## src/rtl/brk_pin_pkg.sv

```systemverilog
package brk_pin_pkg;
    localparam int unsigned SOLE_LEN_DEF = 4;
    localparam int unsigned MON_MAX_DEF  = 77;

    typedef enum logic [1:0] {
        ACT_NONE     = 2'd0,
        ACT_SOLE     = 2'd1,
        ACT_MON_PIN  = 2'd2,
        ACT_MON_ONLY = 2'd3
    } brk_act_e;
endpackage

```

## src/rtl/brk_act_decode.sv

```systemverilog
module brk_act_decode
    import brk_pin_pkg::*;
(
    input  logic     match_i,
    input  logic     pin_en_i,
    input  logic     sole_i,
    input  logic     busy_i,
    output brk_act_e act_o
);
    always_comb begin
        act_o = ACT_NONE;
        if (match_i && !busy_i) begin
            if (sole_i) begin
                act_o = pin_en_i ? ACT_SOLE : ACT_NONE;
            end else begin
                act_o = pin_en_i ? ACT_MON_PIN : ACT_MON_ONLY;
            end
        end
    end
endmodule

```

## src/rtl/brk_pulse_timer.sv

```systemverilog
module brk_pulse_timer #(
    parameter int unsigned CNT_W = 7
) (
    input  logic             clk_i,
    input  logic             rst_ni,
    input  logic             start_i,
    input  logic [CNT_W-1:0] load_i,
    input  logic             abort_i,
    output logic             active_o
);
    typedef struct packed {
        logic             active;
        logic [CNT_W-1:0] cnt;
    } tmr_t;

    tmr_t t_d, t_q;

    always_comb begin
        t_d = t_q;
        if (!t_q.active) begin
            if (start_i) begin
                t_d.active = 1'b1;
                t_d.cnt    = load_i;
            end
        end else if (abort_i || (t_q.cnt == '0)) begin
            t_d.active = 1'b0;
            t_d.cnt    = '0;
        end else begin
            t_d.cnt = t_q.cnt - 1'b1;
        end
    end

    always_ff @(posedge clk_i or negedge rst_ni) begin
        if (!rst_ni) begin
            t_q <= '0;
        end else begin
            t_q <= t_d;
        end
    end

    assign active_o = t_q.active;

    AST_START_ONLY_IDLE: assert property (@(posedge clk_i) disable iff (!rst_ni)
        start_i |-> !t_q.active);
endmodule

```

## src/rtl/brk_pin_ctrl.sv

```systemverilog
module brk_pin_ctrl
    import brk_pin_pkg::*;
#(
    parameter int unsigned SOLE_LEN = SOLE_LEN_DEF,
    parameter int unsigned MON_MAX  = MON_MAX_DEF
) (
    input  logic clk_i,
    input  logic rst_ni,
    input  logic bp_match_i,
    input  logic pin_en_i,
    input  logic sole_mode_i,
    input  logic mon_ack_i,
    output logic brk_pin_no,
    output logic mon_start_o,
    output logic core_susp_o
);
    localparam int unsigned MAX_LEN = (SOLE_LEN > MON_MAX) ? SOLE_LEN : MON_MAX;
    localparam int unsigned CNT_W   = $clog2(MAX_LEN + 1);
    localparam logic [CNT_W-1:0] SOLE_LOAD = CNT_W'(SOLE_LEN - 1);
    localparam logic [CNT_W-1:0] MON_LOAD  = CNT_W'(MON_MAX - 1);

    typedef struct packed {
        logic sole;
        logic mon_pls;
    } ctl_t;

    ctl_t     c_d, c_q;
    brk_act_e act;
    logic     active;
    logic     start;
    logic     abort;
    logic [CNT_W-1:0] load;

    brk_act_decode u_dec (
        .match_i  (bp_match_i),
        .pin_en_i (pin_en_i),
        .sole_i   (sole_mode_i),
        .busy_i   (active),
        .act_o    (act)
    );

    always_comb begin
        c_d         = c_q;
        start       = (act == ACT_SOLE) || (act == ACT_MON_PIN);
        load        = (act == ACT_SOLE) ? SOLE_LOAD : MON_LOAD;
        abort       = mon_ack_i && !c_q.sole;
        c_d.mon_pls = (act == ACT_MON_PIN) || (act == ACT_MON_ONLY);
        if (start) begin
            c_d.sole = (act == ACT_SOLE);
        end
    end

    always_ff @(posedge clk_i or negedge rst_ni) begin
        if (!rst_ni) begin
            c_q <= '0;
        end else begin
            c_q <= c_d;
        end
    end

    brk_pulse_timer #(.CNT_W(CNT_W)) u_tmr (
        .clk_i    (clk_i),
        .rst_ni   (rst_ni),
        .start_i  (start),
        .load_i   (load),
        .abort_i  (abort),
        .active_o (active)
    );

    assign brk_pin_no  = ~active;
    assign core_susp_o = active && c_q.sole;
    assign mon_start_o = c_q.mon_pls;

    AST_SUSP_WITH_PIN: assert property (@(posedge clk_i) disable iff (!rst_ni)
        core_susp_o |-> !brk_pin_no);
    AST_SOLE_NO_MON: assert property (@(posedge clk_i) disable iff (!rst_ni)
        core_susp_o |-> !mon_start_o);
    AST_MON_SINGLE: assert property (@(posedge clk_i) disable iff (!rst_ni)
        mon_start_o |=> !mon_start_o);
    AST_ACK_ENDS: assert property (@(posedge clk_i) disable iff (!rst_ni)
        (!brk_pin_no && !core_susp_o && mon_ack_i) |=> brk_pin_no);
    AST_SOLE_QUIET: assert property (@(posedge clk_i) disable iff (!rst_ni)
        (bp_match_i && sole_mode_i && !pin_en_i && brk_pin_no)
        |=> (brk_pin_no && !mon_start_o && !core_susp_o));
endmodule

```

## config.mk

```make
export PLATFORM = sky130hd
export DESIGN_NAME = brk_pin_ctrl
export DESIGN_NICKNAME = d
export VERILOG_FILES = /design/src/rtl/brk_pin_pkg.sv /design/src/rtl/brk_act_decode.sv /design/src/rtl/brk_pulse_timer.sv /design/src/rtl/brk_pin_ctrl.sv
export SDC_FILE = /design/constraint.sdc
export NUM_CORES = 1
export LEC_CHECK = 0
export CORE_MARGIN = 2
export CORE_UTILIZATION = 39
export CTS_BUF_LIST = sky130_fd_sc_hd__clkbuf_4 sky130_fd_sc_hd__clkbuf_8 sky130_fd_sc_hd__clkbuf_16
export CTS_CLUSTER_SIZE = 14
export DETAILED_ROUTE_END_ITERATION = 10
export PLACE_DENSITY = 0.68
export SYNTH_ARGS = -nofsm -noshare
export SYNTH_HDL_FRONTEND = slang
export SYNTH_SLANG_ARGS = --single-unit
```

## constraint.sdc

```tcl
create_clock -name clk_i -period 2.6 [get_ports clk_i]
set_input_delay 0.52 -clock clk_i [delete_from_list [all_inputs] [get_ports clk_i]]
set_output_delay 0.52 -clock clk_i [all_outputs]
set_load 0.02 [all_outputs]
```

# Word level (Yosys, flattened, before mapping)
# Cells that the tools add are included.
[op_classes]
n_addsub = 1
eq_ne = 3
mux = 9
n_bitwise = 1
reduce_logical = 10
[op_table]
columns = ["op", "n"]
rows = [
  ["2-to-1 mux 8 bit", 2],
  ["2-to-1 mux 7 bit", 2],
  ["zero test 7 bit", 1],
  ["subtractor 7 x 1 -> 7 bit (second input constant)", 1],
  ["equality test 2 bit (second input constant)", 2],
  ["2-to-1 mux 2 bit", 2],
  ["logical AND 1 bit", 3],
  ["logical OR 1 bit", 3],
  ["2-to-1 mux 1 bit", 3],
  ["equality test 2 x 1 -> 1 bit (second input constant)", 1],
  ["zero test 1 bit", 2],
  ["nonzero test 2 bit", 1],
  ["NOT 1 bit", 1],
]
[word_totals]
register_bits = 10
in_bits = 6
output_inout_bits = 3
word_cells = 28

# Depth between registers and ports, before layout
# Gate-level depths: netlist of run 1.
[depth]
word_depth = 7
ltp_mapped = 10
depth_no_buf = 8

# By module
# A second synthesis of run 1 with hierarchy kept.
[hier_totals]
hier_cells = 77
area_unflattened_um2 = 752.0
[by_module_without_submodules]
columns = ["mod", "n_inst", "cells_per_inst", "area_per_inst_um2", "seq_area_each_um2"]
rows = [
  ["brk_pulse_timer", 1, 57, 573.0, 200.2],
  ["brk_pin_ctrl", 1, 16, 156.4, 50.0],
  ["brk_act_decode", 1, 4, 22.5, 0.0],
]

# Worst setup path before layout of run 1
# OpenSTA, ideal clock, no wires.
[synth_path]
kind = "reg-to-reg"
start = "reg u_tmr.t_q, in the netlist u_tmr.active_o"
end = "reg u_tmr.t_q[6] (netlist name)"
setup_time_ps = 132
arrival_ps = 2119
required_time_ps = 2468
setup_slack_ps = 349
path_stages_with_launch = 11
path_buffers = 2
synth_period_minus_slack_ps = 2251
cell_sequence = "dfrtp_1 -> buf_2 -> inv_1 -> nand2_1 -> or2_2 -> ha_1 -> buf_2 -> nor2b_1 -> nor2_1 -> mux2i_1 -> o22ai_1"
[synth_via]
elab_chain_cells = 7
word_cells_on_any_way = 10
cone_classes = "2 x eq/ne; 4 x mux; 4 x reduce/logical"
[synth_lines]
columns = ["element", "line", "rtl"]
rows = [
  ["from (decl)", "brk_pulse_timer.sv:16", "tmr_t t_d, t_q;"],
  ["from (signal assigned)", "brk_pulse_timer.sv:37", "t_q <= t_d;"],
  ["zero test 1 bit", "-", ""],
  ["logical AND 1 bit", "brk_act_decode.sv:12", "if (match_i && !busy_i) begin"],
  ["2-to-1 mux 2 bit", "brk_act_decode.sv:12", ""],
  ["equality test 2 x 1 -> 1 bit", "brk_pin_ctrl.sv:44, brk_pin_ctrl.sv:45", ""],
  ["2-to-1 mux 7 bit", "brk_pin_ctrl.sv:45", "load = (act == ACT_SOLE) ? SOLE_LOAD : MON_LOAD;"],
  ["2-to-1 mux 8 bit", "brk_pulse_timer.sv:21", "if (start_i) begin"],
  ["2-to-1 mux 8 bit", "brk_pulse_timer.sv:20", "if (!t_q.active) begin"],
]
# Several ways; a longest one is shown, not always the timed one. The select of a mux whose other input is x is not followed.
# A chain may end at the register's enable or synchronous reset.

# Worst setup path after layout of run 1
[layout_path]
start = "in bp_match_i"
end = "reg u_tmr.t_q[6] (netlist name)"
[layout_via]
elab_chain_cells = 6
word_cells_on_any_way = 9
cone_classes = "2 x eq/ne; 4 x mux; 3 x reduce/logical"
[layout_lines]
columns = ["element", "line", "rtl"]
rows = [
  ["from (decl)", "brk_pin_ctrl.sv:9", "input logic bp_match_i,"],
  ["logical AND 1 bit (*)", "brk_act_decode.sv:12", ""],
  ["2-to-1 mux 2 bit (*)", "brk_act_decode.sv:12", ""],
  ["equality test 2 x 1 -> 1 bit", "brk_pin_ctrl.sv:44, brk_pin_ctrl.sv:45", ""],
  ["2-to-1 mux 7 bit", "brk_pin_ctrl.sv:45", ""],
  ["2-to-1 mux 8 bit", "brk_pulse_timer.sv:21", ""],
  ["2-to-1 mux 8 bit", "brk_pulse_timer.sv:20", ""],
]
# Mark *: on every way between the ends. The rest lies on a longest branch, timed or not. The select of a mux whose other input is x is not followed.

==> results of run 1 <==
-- cells in the final DEF (no fill, tap or decap) --
master and instances:
nor2_1 4, or2b_1 1, xor2_1 1, o211ai_4 1, or2_2 1, nand3_1 2
nor3_1 3, ha_1 4, and2_1 1, buf_4 3, nand4b_1 1, or3_1 1
nand2_1 6, nor2b_1 2, o21ai_0 2, inv_1 6, clkbuf_4 3, mux2_2 2
clkdlybuf4s50_1 8, nand2b_1 1, o22a_2 1, dfrtp_1 10, o32ai_1 1, a21oi_1 6
o22ai_1 3, xnor2_1 1, mux2i_1 2, or4_4 1
-- worst register-to-register path, stage by stage, from the launching register on --
cell	delay [ns]
dfrtp_1	0.38
inv_1	0.09
nand2_1	0.05
or2_2	0.28
ha_1	0.29
nor2b_1	0.39
nor2_1	0.08
mux2i_1	0.14
o22ai_1	0.09
-- flip-flops by register name, summed over array words and instances (netlist names) --
signal          cells
c_q                 1
u_tmr.t_q           7
mon_start_o         1
u_tmr.active_o      1
-- area by class of cell --
cell class                      count  area, µm²  share of cell area
Clock buffer                        3       22.5              0.0299
Inverter                            6       22.5              0.0299
Multi-Input combinational cell     48        337               0.446
Sequential cell                    10        250               0.332
Tap cell                           16       20.0              0.0265
Timing Repair Buffer               11        103               0.136
-- final timing paths --
kind | startpoint | cells after the start | slack [ns] | to
max | bp_match_i | 8 | 0.41 | u_tmr.t_q[6]
min | c_q[1] | 1 | 0.53 | c_q[1]
max reg2reg | u_tmr.active_o | 8 | 0.68 | u_tmr.t_q[6]
min reg2reg | c_q[1] | 1 | 0.53 | c_q[1]
max in group asynchronous | rst_ni | 1 | 1.69 | u_tmr.active_o
min in group asynchronous | rst_ni | 1 | 0.58 | u_tmr.t_q[5]
-- layer usage --
layer  track usage  wire (µm)  vias to the layer above
li1              -          -                      258
met3        0.0292         32                        2
met1         0.172        564                      226
met5             0          0                        -
met2         0.232        556                        7
met4         0.109         27                        0
-- logic make-up (layout without fill, tap and decap cells) --
logic type | Yosys count | count (layout) | share of synthesized area
XOR/XNOR | 2 | 2 | 0.0283
AND/OR/NAND/NOR | 24 | 24 | 0.206
adder cells (fa/ha/maj) | 4 | 4 | 0.0808
multiplexers | 4 | 4 | 0.0687
flip-flops | 10 | 10 | 0.404
buffers and inverters | 8 | 20 | 0.0525
AO/OA/AOI/OAI | 14 | 14 | 0.160
-- power by group through the flow --
stage	combinational [mW]	clock (mW)	sequential, mW
floorplan	0.337	0	0.253
global placement	0.444	0	0.257
detailed placement	0.450	0	0.260
CTS	0.451	0.110	0.258
global route	0.501	0.116	0.266
finish	0.447	0.103	0.258
-- per-stage QoR --
step / total power, mW / instance area (µm²)
final: 0.809 / 754
after floorplan: 0.589 / 619
after CTS: 0.819 / 754
after global placement: 0.701 / 732
after global routing: 0.883 / 754
after detailed placement: 0.710 / 732
==> metrics, run 1 <==
crit share post-route=0.843; clk slew on worst S/H paths=0.06 ns; CP endpoint kind=flip-flop; Sink Count=10; Vias/cell=5.24; CP cell instances=clkdlybuf4s50_1 -> nand2_1 -> or2_2 -> ha_1 -> nor2b_1 -> nor2_1 -> mux2i_1 -> o22ai_1; CTS Buf Count=3; Seq cells post-synth=10; Period minus WS final=2.19 ns; Max Freq=0.456 GHz; Synth area leaders=dfrtp_1, ha_1, a21oi_1; Synth Flop Type=dfrtp_1; yosys warns=0; Synth Instances=66; combinational power share=0.553; Antenna Cells=0; Slew headroom=0.680; core area=1490 µm²; Sw Ratio=0.412; Max Cap Viol=0; CP max stage delay=0.48 ns; vias in the first global route=469; initial antenna violation count=0; Final #Nets=90; switching power total=0.333 mW; fillers=142; clock power share=0.128; FP Rows=14; H-tree Lvls=1; slew of the pin with the lowest slew margin=0.478 ns; cts repair resizes=0; WHS=0.531 ns; RSZ-0062 raised after global routing=no; CP bufs+invs=1; GRT overflow=0; area delta synth->final=21.8%; largest net degree at the start of global routing=12; Placer Congestion=0.769; final setup vio count=0; Clock Skew=0.00394 ns; die area=1920 µm²; hold-fix buffer count after cts=0; post-synthesis average cell area=9.38 µm²; ys async rst share=1.00; cell count after placement=91; syn_nets=76; commonest cells in the netlist=dfrtp_1, a21oi_1, inv_1, nand2_1; hpwl dp=893 µm; share of the synthesized area in the top cell type=0.404; delay-heaviest family, CP=simple AND/OR/NAND/NOR gates; CP max-delay cell=clkdlybuf4s50_1; residual DRC count=0; share of cells above drive strength 1=0.154; DRT Pass-1 Iters=3; status=complete, no violations; Vias=493; root buf cell=clkbuf_4; Post-Route Utilization=0.507; required time worst endpoint=2.74 ns; I/O Pins=9; Netlist cell types=26; ANT nets after route=0; crit start category=primary input; first-pass GRT wire length=2000 µm; final routed wire length divided by cell count=12.6 µm; EDFF count, synth=0; post-CTS setup buffer count=0; Pint=0.476 mW; CP Max Fanout=6; Initial DRC Count=6; Routed WL=1180 µm; final setup TNS=0 ns; kind of critical path=primary input to flip-flop; DP Worst Slack=0.143 ns; Leak=0.357 nW; Slew Limit Fails=0; die span in y=43.9 µm; Syn Std Cell Area=619 µm²; worst IR drop on VDD=502 µV; GRT Total Usage=0.146; critical path data arrival time=2.33 ns; Initial Util=0.416; CTS tree=yes; Hold Crit Class=flip-flop to flip-flop; dominant cell by count in the synthesized netlist=dfrtp_1; clk_lat worst skew=0.26 ns; Fin. Hold Viols=0; pwr/cell area=1070 nW/µm²; Post-Layout Cell Count=94; Reg power frac=0.319; Synth area leader=dfrtp_1; sequential element share of the synthesized area=0.404; Die W=43.9 µm; final worst slack=0.408 ns; Port Buffers=8; maximum clock insertion buffer count=2
Note: power is estimated with default switching activity, not from simulation.
==> run 2: changes to the inputs <==
clock period = 2.1 ns   (was 2.6 ns; I/O delays follow)
==> run 2 against run 1 <==
  * Utilization increased by 1.9 points
  * Cell count increased by 2.1%
  * Sequential cell count unchanged
  * Largest cell class unchanged
  * Setup slack got worse by 0.29 ns
  * Combinational power increased by 31%
==> metrics, run 2 (synthesized netlist as in run 1, its figures left out) <==
final routed wire length divided by cell count=12.5 µm; H-tree Lvls=1; Post-Layout Cell Count=96; Power, Total=1.08 mW; core area=1490 µm²; largest net degree at the start of global routing=12; crit share post-route=0.944; final setup vio count=0; Initial DRC Count=10; initial antenna violation count=0; Sink Count=10; critical path data arrival time=1.56 ns; clk_lat worst skew=0.27 ns; slew of the pin with the lowest slew margin=0.467 ns; residual DRC count=0; Max Freq=0.504 GHz; Post-Route Utilization=0.526; status=complete, no violations; WHS=0.469 ns; area of placed instances=747 µm²; area delta synth->final=26.5%; DRT Pass-1 Iters=4; Max Cap Viol=0; DP Worst Slack=-0.0905 ns; RSZ-0062 raised after global routing=no; kind of critical path=flip-flop to output port; ANT nets after route=0; root buf cell=clkbuf_4; CTS tree=yes; I/O Pins=9; Port Buffers=8; hold-fix buffer count after cts=0; Placer Congestion=0.805; CTS Buf Count=3; CP endpoint kind=output port; cts repair resizes=0; Slew headroom=0.688; Antenna Cells=0; final worst slack=0.118 ns; worst IR drop on VDD=733 µV; GRT Total Usage=0.150; Slew Limit Fails=0; die span in y=43.9 µm; share of cells above drive strength 1=0.200; max FFs per register=7; post-route design area=783 µm²; clk slew on worst S/H paths=0.07 ns; Hold Crit Class=primary input to async pin; Fin. Hold Viols=0; post-CTS setup buffer count=0; FP Rows=14; Vias=506; first-pass GRT wire length=2050 µm; die area=1920 µm²; cell count after placement=92; maximum clock insertion buffer count=2; Initial Util=0.416; most frequent cells in the layout=dfrtp_1, clkdlybuf4s50_1, nand2_1, a21oi_1, inv_1; Period minus WS final=1.98 ns; CP Max Fanout=11; commonest non-fill, non-tap cell in the layout=dfrtp_1; Leak=0.376 nW; Die W=43.9 µm; Routed WL=1200 µm; Clock Skew=0.00632 ns; required time worst endpoint=1.68 ns; hpwl dp=914 µm; crit start category=flip-flop; Top reg by flops=u_tmr.t_q; final setup TNS=0 ns; pwr/cell area=1380 nW/µm²; Final #Nets=91; GRT overflow=0; Vias/cell=5.27; vias in the first global route=478
==> run 2: changes by cell type in the layout (fill, tap and decap cells not counted) <==
cell	before	now
nor2b_4	0	1
clkbuf_8	0	1
nor2b_1	2	1
inv_2	0	1
buf_4	3	4
inv_1	6	5
==> run 2: final timing paths <==
check / startpoint / cells past startpoint / end / slack [ns]
max in group asynchronous: rst_ni / 1 / u_tmr.t_q[2] / 1.31
min: rst_ni / 1 / u_tmr.t_q[4] / 0.47
min reg2reg: c_q[1] / 1 / c_q[1] / 0.53
min in group clk_i: c_q[1] / 1 / c_q[1] / 0.53
max reg2reg: u_tmr.active_o / 8 / u_tmr.t_q[2] / 0.35
max: u_tmr.active_o / 3 / core_susp_o / 0.12
==> run 2: report_power, final <==
group          switching [mW]  leakage [nW]  internal (mW)
clock                  0.0697        0.0210          0.105
combinational           0.302         0.222          0.284
sequential             0.0613         0.133          0.258
total                   0.433         0.376          0.647
==> run 2: layout make-up <==
cell class	count	area, µm²
clock buffer	4	36.3
fill	125	706
inverter	6	22.5
multi-input combinational	48	344
sequential	10	250
tap	16	20.0
timing repair buffer	12	110
==> run 2: routing by layer <==
metal  vias up  part of all wire  global-route usage
li1        255                 -                   -
met1       240              0.47               0.193
met2         9              0.48               0.235
met3         2             0.032              0.0125
met4         0             0.016               0.109
met5         -                 0                   0
==> run 2: worst max-delay path, cell delays in order (launching register included) <==
cell,delay [ns]
dfrtp_1,0.36
buf_4,0.20
and2_1,0.14
clkdlybuf4s50_1,0.59
==> run 3: changes to the inputs <==
CTS_CLUSTER_SIZE = default   (was 14)
SKIP_LAST_GASP = 1   (was default)
==> results of run 3 <==
Final layout, timing and power as in run 2 (identical DEF).
